## src/rtl/pse_pkg.sv

```systemverilog
package pse_pkg;

    typedef enum logic [1:0] {
        MODE_IDLE_A  = 2'b00,
        MODE_CAPTURE = 2'b01,
        MODE_IDLE_B  = 2'b10,
        MODE_PLAY    = 2'b11
    } mode_e;

    // Sample width in bits for a width code (00 and 11 both mean one bit).
    function automatic logic [2:0] width_bits(input logic [1:0] code);
        case (code)
            2'b01:   return 3'd2;
            2'b10:   return 3'd4;
            default: return 3'd1;
        endcase
    endfunction

    function automatic logic [3:0] width_mask(input logic [1:0] code);
        case (code)
            2'b01:   return 4'b0011;
            2'b10:   return 4'b1111;
            default: return 4'b0001;
        endcase
    endfunction

endpackage

```

## src/rtl/pse_clk_src.sv

```systemverilog
module pse_clk_src #(
    parameter int DIV_W = 16,
    parameter int NCLK  = 7
) (
    input  logic             clk,
    input  logic             rst_n,
    input  logic             en,
    input  logic             play_mode,
    input  logic             ext_mode,
    input  logic [2:0]       clk_sel,
    input  logic             dds_en,
    input  logic [1:0]       dds_pin,
    input  logic [DIV_W-1:0] div_n,
    input  logic [NCLK-1:0]  gpio_clk_in,
    input  logic             dds_clk_in,
    output logic             strobe,
    output logic [NCLK-1:0]  clk_out,
    output logic [NCLK-1:0]  clk_out_en
);

    localparam int DDS_BASE = 4;
    localparam int SEL_SPAN = 8;

    typedef struct packed {
        logic             s1;
        logic             s2;
        logic             prev;
        logic [DIV_W-1:0] cnt;
        logic             divclk;
    } clk_st_t;

    clk_st_t st_d, st_q;
    logic [SEL_SPAN-1:0] cand;
    logic                picked;
    logic [DIV_W:0]      half;

    for (genvar g = 0; g < SEL_SPAN; g++) begin : g_cand
        if (g < NCLK) begin : g_line
            assign cand[g] = (en && dds_en && (int'(dds_pin) + DDS_BASE == g))
                             ? dds_clk_in : gpio_clk_in[g];
        end else begin : g_none
            assign cand[g] = 1'b0;
        end
    end

    assign picked = cand[clk_sel];
    assign half   = ({1'b0, div_n} + 1'b1) >> 1;

    always_comb begin
        st_d      = st_q;
        st_d.s1   = picked & en & ext_mode;
        st_d.s2   = st_q.s1;
        st_d.prev = st_q.s2;
        if (!en || ext_mode) begin
            st_d.cnt = '0;
        end else if (st_q.cnt == div_n) begin
            st_d.cnt = '0;
        end else begin
            st_d.cnt = st_q.cnt + 1'b1;
        end
        st_d.divclk = en && !ext_mode && ({1'b0, st_d.cnt} < half);
    end

    always_ff @(posedge clk or negedge rst_n) begin
        if (!rst_n) st_q <= '0;
        else        st_q <= st_d;
    end

    assign strobe = en && (ext_mode ? (st_q.s2 && !st_q.prev)
                                    : (st_q.cnt == div_n));

    for (genvar g = 0; g < NCLK; g++) begin : g_out
        assign clk_out_en[g] = en && play_mode && !ext_mode && (int'(clk_sel) == g);
        assign clk_out[g]    = clk_out_en[g] && st_q.divclk;
    end

    p_clk_en_onehot_r9: assert property (@(posedge clk) disable iff (!rst_n)
        $onehot0(clk_out_en));

    p_strobe_gap_r7: assert property (@(posedge clk) disable iff (!rst_n)
        (en && ext_mode && strobe) |=> (!strobe || !ext_mode));

endmodule

```

## src/rtl/pse_packer.sv

```systemverilog
module pse_packer
    import pse_pkg::*;
#(
    parameter int WORD_W = 32,
    parameter int SMP_W  = 4
) (
    input  logic              clk,
    input  logic              rst_n,
    input  logic              en,
    input  logic              strobe,
    input  logic [1:0]        width_code,
    input  logic [SMP_W-1:0]  pins,
    input  logic              cap_full,
    output logic              cap_push,
    output logic [WORD_W-1:0] cap_data,
    output logic              overrun
);

    localparam int IDX_W = $clog2(WORD_W);

    typedef struct packed {
        logic [WORD_W-1:0] word;
        logic [IDX_W-1:0]  idx;
        logic              push;
        logic [WORD_W-1:0] data;
        logic              ovr;
    } pack_st_t;

    pack_st_t r_d, r_q;
    logic [IDX_W-1:0]  last_idx;
    logic [IDX_W-1:0]  shamt;
    logic [SMP_W-1:0]  mask;
    logic [WORD_W-1:0] acc;

    always_comb begin
        mask = SMP_W'(width_mask(width_code));
        case (width_bits(width_code))
            3'd2: begin
                last_idx = IDX_W'(WORD_W / 2 - 1);
                shamt    = r_q.idx << 1;
            end
            3'd4: begin
                last_idx = IDX_W'(WORD_W / 4 - 1);
                shamt    = r_q.idx << 2;
            end
            default: begin
                last_idx = IDX_W'(WORD_W - 1);
                shamt    = r_q.idx;
            end
        endcase
        acc = r_q.word | (WORD_W'(pins & mask) << shamt);
    end

    always_comb begin
        r_d      = r_q;
        r_d.push = 1'b0;
        if (!en) begin
            r_d.word = '0;
            r_d.idx  = '0;
            r_d.ovr  = 1'b0;
        end else if (strobe) begin
            if (r_q.idx == last_idx) begin
                r_d.idx  = '0;
                r_d.word = '0;
                if (cap_full) begin
                    r_d.ovr = 1'b1;
                end else begin
                    r_d.push = 1'b1;
                    r_d.data = acc;
                end
            end else begin
                r_d.idx  = r_q.idx + 1'b1;
                r_d.word = acc;
            end
        end
    end

    always_ff @(posedge clk or negedge rst_n) begin
        if (!rst_n) r_q <= '0;
        else        r_q <= r_d;
    end

    assign cap_push = r_q.push;
    assign cap_data = r_q.data;
    assign overrun  = r_q.ovr;

    p_push_not_full_r4: assert property (@(posedge clk) disable iff (!rst_n)
        cap_push |-> !$past(cap_full));

    p_overrun_sticky_r4: assert property (@(posedge clk) disable iff (!rst_n)
        (en && overrun) |=> (overrun || !en));

endmodule

```

## src/rtl/pse_unpacker.sv

```systemverilog
module pse_unpacker
    import pse_pkg::*;
#(
    parameter int WORD_W = 32,
    parameter int SMP_W  = 4
) (
    input  logic              clk,
    input  logic              rst_n,
    input  logic              en,
    input  logic              strobe,
    input  logic [1:0]        width_code,
    input  logic [WORD_W-1:0] gen_data,
    input  logic              gen_empty,
    output logic              gen_pop,
    output logic [SMP_W-1:0]  pat_out,
    output logic              underrun
);

    localparam int IDX_W = $clog2(WORD_W);

    typedef struct packed {
        logic [WORD_W-1:0] word;
        logic [IDX_W-1:0]  idx;
        logic [SMP_W-1:0]  pat;
        logic              unr;
    } unpack_st_t;

    unpack_st_t r_d, r_q;
    logic [IDX_W-1:0]  last_idx;
    logic [IDX_W-1:0]  shamt;
    logic [SMP_W-1:0]  mask;
    logic [WORD_W-1:0] src;
    logic [SMP_W-1:0]  smp;

    always_comb begin
        mask = SMP_W'(width_mask(width_code));
        case (width_bits(width_code))
            3'd2: begin
                last_idx = IDX_W'(WORD_W / 2 - 1);
                shamt    = r_q.idx << 1;
            end
            3'd4: begin
                last_idx = IDX_W'(WORD_W / 4 - 1);
                shamt    = r_q.idx << 2;
            end
            default: begin
                last_idx = IDX_W'(WORD_W - 1);
                shamt    = r_q.idx;
            end
        endcase
        src = (r_q.idx == '0) ? gen_data : r_q.word;
        smp = SMP_W'(src >> shamt) & mask;
    end

    assign gen_pop = en && strobe && (r_q.idx == '0) && !gen_empty;

    always_comb begin
        r_d = r_q;
        if (!en) begin
            r_d = '0;
        end else if (strobe) begin
            if (r_q.idx == '0) begin
                if (gen_empty) begin
                    r_d.unr = 1'b1;
                end else begin
                    r_d.word = gen_data;
                    r_d.pat  = smp;
                    r_d.idx  = IDX_W'(1);
                end
            end else begin
                r_d.pat = smp;
                r_d.idx = (r_q.idx == last_idx) ? '0 : r_q.idx + 1'b1;
            end
        end
    end

    always_ff @(posedge clk or negedge rst_n) begin
        if (!rst_n) r_q <= '0;
        else        r_q <= r_d;
    end

    assign pat_out  = r_q.pat;
    assign underrun = r_q.unr;

    p_pop_nonempty_r6: assert property (@(posedge clk) disable iff (!rst_n)
        gen_pop |-> !gen_empty);

    p_underrun_hold_r6: assert property (@(posedge clk) disable iff (!rst_n)
        (en && $past(en) && $rose(underrun)) |-> $stable(pat_out));

endmodule

```

## src/rtl/pin_stream_engine.sv

```systemverilog
module pin_stream_engine
    import pse_pkg::*;
#(
    parameter int WORD_W = 32,
    parameter int SMP_W  = 4,
    parameter int DIV_W  = 16,
    parameter int NCLK   = 7
) (
    input  logic              clk,
    input  logic              rst_n,
    input  logic [1:0]        cfg_mode,
    input  logic [1:0]        cfg_width,
    input  logic              cfg_ext_clk,
    input  logic [2:0]        cfg_clk_sel,
    input  logic              cfg_dds_en,
    input  logic [1:0]        cfg_dds_pin,
    input  logic [DIV_W-1:0]  cfg_div,
    input  logic [NCLK-1:0]   gpio_clk_in,
    input  logic              dds_clk_in,
    input  logic [SMP_W-1:0]  smp_pins,
    input  logic              cap_full,
    output logic              cap_push,
    output logic [WORD_W-1:0] cap_data,
    input  logic [WORD_W-1:0] gen_data,
    input  logic              gen_empty,
    output logic              gen_pop,
    output logic [SMP_W-1:0]  pat_out,
    output logic [NCLK-1:0]   clk_out,
    output logic [NCLK-1:0]   clk_out_en,
    output logic              overrun,
    output logic              underrun
);

    logic active, cap_en, play_en, strobe;

    assign cap_en  = (mode_e'(cfg_mode) == MODE_CAPTURE);
    assign play_en = (mode_e'(cfg_mode) == MODE_PLAY);
    assign active  = cap_en || play_en;

    pse_clk_src #(.DIV_W(DIV_W), .NCLK(NCLK)) u_clk_src (
        .clk        (clk),
        .rst_n      (rst_n),
        .en         (active),
        .play_mode  (play_en),
        .ext_mode   (cfg_ext_clk),
        .clk_sel    (cfg_clk_sel),
        .dds_en     (cfg_dds_en),
        .dds_pin    (cfg_dds_pin),
        .div_n      (cfg_div),
        .gpio_clk_in(gpio_clk_in),
        .dds_clk_in (dds_clk_in),
        .strobe     (strobe),
        .clk_out    (clk_out),
        .clk_out_en (clk_out_en)
    );

    pse_packer #(.WORD_W(WORD_W), .SMP_W(SMP_W)) u_packer (
        .clk       (clk),
        .rst_n     (rst_n),
        .en        (cap_en),
        .strobe    (strobe),
        .width_code(cfg_width),
        .pins      (smp_pins),
        .cap_full  (cap_full),
        .cap_push  (cap_push),
        .cap_data  (cap_data),
        .overrun   (overrun)
    );

    pse_unpacker #(.WORD_W(WORD_W), .SMP_W(SMP_W)) u_unpacker (
        .clk       (clk),
        .rst_n     (rst_n),
        .en        (play_en),
        .strobe    (strobe),
        .width_code(cfg_width),
        .gen_data  (gen_data),
        .gen_empty (gen_empty),
        .gen_pop   (gen_pop),
        .pat_out   (pat_out),
        .underrun  (underrun)
    );

    p_idle_quiet_r1: assert property (@(posedge clk) disable iff (!rst_n)
        (!active && !$past(active)) |-> (!cap_push && !gen_pop && pat_out == '0));

    p_flags_clear_r10: assert property (@(posedge clk) disable iff (!rst_n)
        $past(!active) |-> (!overrun && !underrun));

endmodule

```

## config.mk

```make
export PLATFORM = sky130hd
export DESIGN_NAME = pin_stream_engine
export DESIGN_NICKNAME = d
export VERILOG_FILES = /design/src/rtl/pse_pkg.sv /design/src/rtl/pse_clk_src.sv /design/src/rtl/pse_packer.sv /design/src/rtl/pse_unpacker.sv /design/src/rtl/pin_stream_engine.sv
export SDC_FILE = /design/constraint.sdc
export NUM_CORES = 1
export LEC_CHECK = 0
export ABC_AREA = 1
export CORE_MARGIN = 5
export CORE_UTILIZATION = 55
export DETAILED_ROUTE_END_ITERATION = 10
export PLACE_DENSITY = 0.8
export SLEW_MARGIN = 20
export SYNTH_ARGS = -nofsm -noshare
export SYNTH_HDL_FRONTEND = slang
export SYNTH_SLANG_ARGS = --single-unit
```

## constraint.sdc

```tcl
create_clock -name clk -period 7.1 [get_ports clk]
set_input_delay 2.13 -clock clk [delete_from_list [all_inputs] [get_ports clk]]
set_output_delay 2.13 -clock clk [all_outputs]
set_load 0.02 [all_outputs]
```

==> results.py <==
metrics = {
    "run_status": {
        "run_status": "completed",
    },
    "final_layout": {
        "stdcell_area_um2": 10500,
        "drive_gt1_share_pct": 5.32,
        "nFillCells": 1365,
        "n_antenna_cell": 0,
        "utilization_pct": 66.6,
        "fin_nets": 1419,
        "synthToLayoutAreaGrowth_pct": 19.3,
    },
    "yosys": {
        "synth_area_leaders": "dfrtp_1 (38%), nand2_1 (15%), o21ai_0 (6.9%)",
        "synthCells": 1246,
        "synth.most_common_cell": "nand2_1",
        "synthDistinctLibCells": 50,
        "synth_area_leader_cell": "dfrtp_1",
        "syn-mean-instance-area_um2": 7.09,
        "mappedNetlistNets": 1344,
        "ys.flop_type": "dfrtp_1",
        "ys_seq_area_share_pct": 37.7,
        "synth_top_cells_by_count": "nand2_1 (346), inv_1 (152), dfrtp_1 (133), o21ai_0 (122), nor2_1 (94)",
        "syn_area_um2": 8840,
        "ys_ff_latch": 133,
        "synthArstFlopShare_pct": 100,
        "yosys_warnings": 0,
        "synth-edff-count": 0,
        "yosysTopAreaCellShare_pct": 37.7,
    },
    "place": {
        "dpl.hpwl_um": 16100,
        "placed_cell_area_um2": 9970,
        "gp_congestion": 0.894,
        "numPortBuffers": 128,
    },
    "global_route": {
        "first_global_vias": 7988,
        "grt_overflow_total": 0,
        "gr-usage-met1_pct": 33.0,
        "top_usage_layer": "met2",
        "antenna_found_initial": 0,
        "use_met2_pct": 41.7,
        "grt_usage_pct": 25.3,
        "grt_max_degree": 84,
        "grt_pass1_wl_um": 38000,
        "met3_usage_pct": 5.85,
    },
    "worst_setup_path": {
        "cp_max_fo": 5,
        "arrival_ns": 4.49,
        "critical_path.top_delay_family": "buffers and inverters",
        "critical_path_class": "primary input to output port",
        "cp_data_required_time_ns": 4.97,
        "cp-start-kind": "primary input",
        "cpMaxStageDelayCell": "clkdlybuf4s50_1",
        "worstPathCellList": "clkdlybuf4s50_1 > inv_1 > nand2_1 > nand2_1 > nor2_1 > nand2_1 > nor2_1 > nand2_2 > nand2_2 > nand2_2 > nor2_4 > nand3_1 > nor2_1 > clkdlybuf4s50_1",
        "cp_slowest_stage_delay_ns": 0.65,
        "end_kind": "output port",
        "crit_buf_inv": 3,
    },
    "power_and_ir_drop": {
        "leakagePower_nw": 5.05,
        "powerDensity_nw_per_um2": 189,
        "ir_drop_v": 0.000175,
    },
    "clock_network": {
        "cts_setup_buffers": 0,
        "clock_latency_ns": 0.43,
        "ctsResizeCount": 0,
        "hold_buffers": 0,
        "clk_pin_slew_ns": 0.07,
        "cts.sinks": 133,
        "clock_path_buffers": 2,
        "htree_levels": 4,
        "cts_tree": "yes",
        "cts_made_buffers": 17,
        "cts-root-buf": "clkbuf_16",
    },
    "hold_path": {
        "hp-class": "flop to flop",
    },
    "sta": {
        "timing.hold.ws_ns": 0.360,
        "final-max-slew-violation-count": 0,
        "fmax_mhz": 151,
        "fin_crit_ns": 6.62,
        "period_share_pct": 93.3,
        "tns_ns": 0,
        "tightest_slew_ns": 0.783,
        "hold_violations": 0,
        "setup_viol": 0,
        "skew_ns": 0.0117,
        "rsz0062_at_grt": "false",
        "slew-limit-headroom_pct": 47.5,
    },
    "detailed_routing": {
        "ant_nets": 0,
        "vias_per_cell": 5.29,
        "drc": 0,
        "via_count": 8197,
        "firstDrtPassIters": 5,
        "wl_per_cell_um": 14.5,
        "drt_iter0_drc": 564,
        "wl_um": 22500,
    },
    "floorplan": {
        "core_area_um2": 15800,
        "die_y_um": 137,
        "die_area_um2": 18700,
        "top_level_ports": 129,
        "rows": 46,
        "die_w_um": 137,
        "start_util_pct": 55.8,
    },
    "job": {
        "cap_violations": 0,
    },
}
-- through the flow --
stage / worst slack [ns] / cells / total power, W
2_1_floorplan: 1.60 / 1246 / 0.00102
3_3_place_gp: 0.518 / 1518 / 0.00114
3_5_place_dp: 0.475 / 1518 / 0.00114
4_1_cts: 0.470 / 1550 / 0.00201
5_1_grt: 0.273 / 1550 / 0.00209
6_report: 0.476 / 1550 / 0.00200
-- path summary, 6_finish.rpt --
path	from	end	slack, ns	cells after the start
max	cfg_div[13]	gen_pop	0.48	14
min	u_clk_src.st_d[18]	u_clk_src.st_d[17]	0.36	0
max reg2reg	u_clk_src.st_q[12]	u_clk_src.st_q[0]	4.12	15
min reg2reg	u_clk_src.st_d[18]	u_clk_src.st_d[17]	0.36	0
max in group asynchronous	rst_n	u_packer.r_q[36]	4.14	2
min in group asynchronous	rst_n	u_unpacker.r_q[41]	1.74	1
-- registers in the layout, summed over array words and instances, names as in the netlist --
register / cells
u_clk_src.st_d: 2
u_clk_src.st_q: 18
u_packer.cap_data: 32
u_packer.cap_push: 1
u_packer.overrun: 1
u_packer.r_q: 37
u_unpacker.pat_out: 4
u_unpacker.r_q: 37
u_unpacker.underrun: 1
-- logic make-up (layout without fill, tap and decap cells) --
family | Yosys count | count (layout) | share of synthesized area, %
adder cells (fa/ha/maj) | 23 | 23 | 3.26
AO/OA/AOI/OAI | 251 | 251 | 16.6
flip-flops | 133 | 133 | 37.7
XOR/XNOR | 22 | 22 | 2.18
buffers and inverters | 244 | 332 | 12.6
multiplexers | 11 | 11 | 1.25
AND/OR/NAND/NOR | 562 | 562 | 26.5
-- cell type report --
class	count	area (um2)	area share [%]
Timing Repair Buffer	138	1360	12.9
Clock inverter	15	151	1.44
Multi-Input combinational cell	869	4400	41.7
Clock buffer	17	425	4.03
Inverter	162	616	5.84
Tap cell	216	270	2.56
Sequential cell	133	3330	31.6
-- cell usage in the layout (no fill, tap or decap), types with 8 or more instances in the layout --
master / Yosys / routed
o31ai_1: 14 / 14
nand2_1: 346 / 345
dfrtp_1: 133 / 133
a21boi_0: 8 / 8
ha_1: 23 / 23
nand3_1: 69 / 69
xor2_1: 19 / 19
nor2_1: 94 / 94
a21oi_1: 42 / 42
mux2i_1: 11 / 11
inv_1: 152 / 152
o21bai_1: 15 / 15
o21ai_0: 122 / 122
buf_4: 38 / 10
clkbuf_16: 0 / 17
clkdlybuf4s50_1: 0 / 127
nor3_1: 20 / 20
-- worst reg2reg max path, cell delays in order, from the launching register on --
cell and delay, ns:
dfrtp_1 0.39, inv_1 0.17, nand2_1 0.07, nand2_1 0.07, nor2_1 0.04, nand2_1 0.06
nor2_1 0.05, nand2_2 0.12, nand3_1 0.42, nor3b_1 0.46, ha_1 0.31, a21oi_1 0.22
nor2_1 0.06, a211oi_1 0.19, o221ai_1 0.15, a21oi_1 0.14
-- power by group --
part,internal (W),leakage (nW),switching (W),total [W]
sequential,0.000774,1.84,0.00000922,0.000784
clock,0.000467,0.278,0.000399,0.000866
combinational,0.000122,2.94,0.000224,0.000346
total,0.00136,5.05,0.000632,0.00200
-- metal layers --
| metal | vias to the layer above | part of all wire [%] |
|---|---|---|
| li1 | 4147 | - |
| met1 | 3801 | 45 |
| met2 | 208 | 48 |
| met3 | 41 | 4.9 |
| met4 | 0 | 2.2 |
| met5 | - | 0 |
Power figures use the tool's default switching activity.
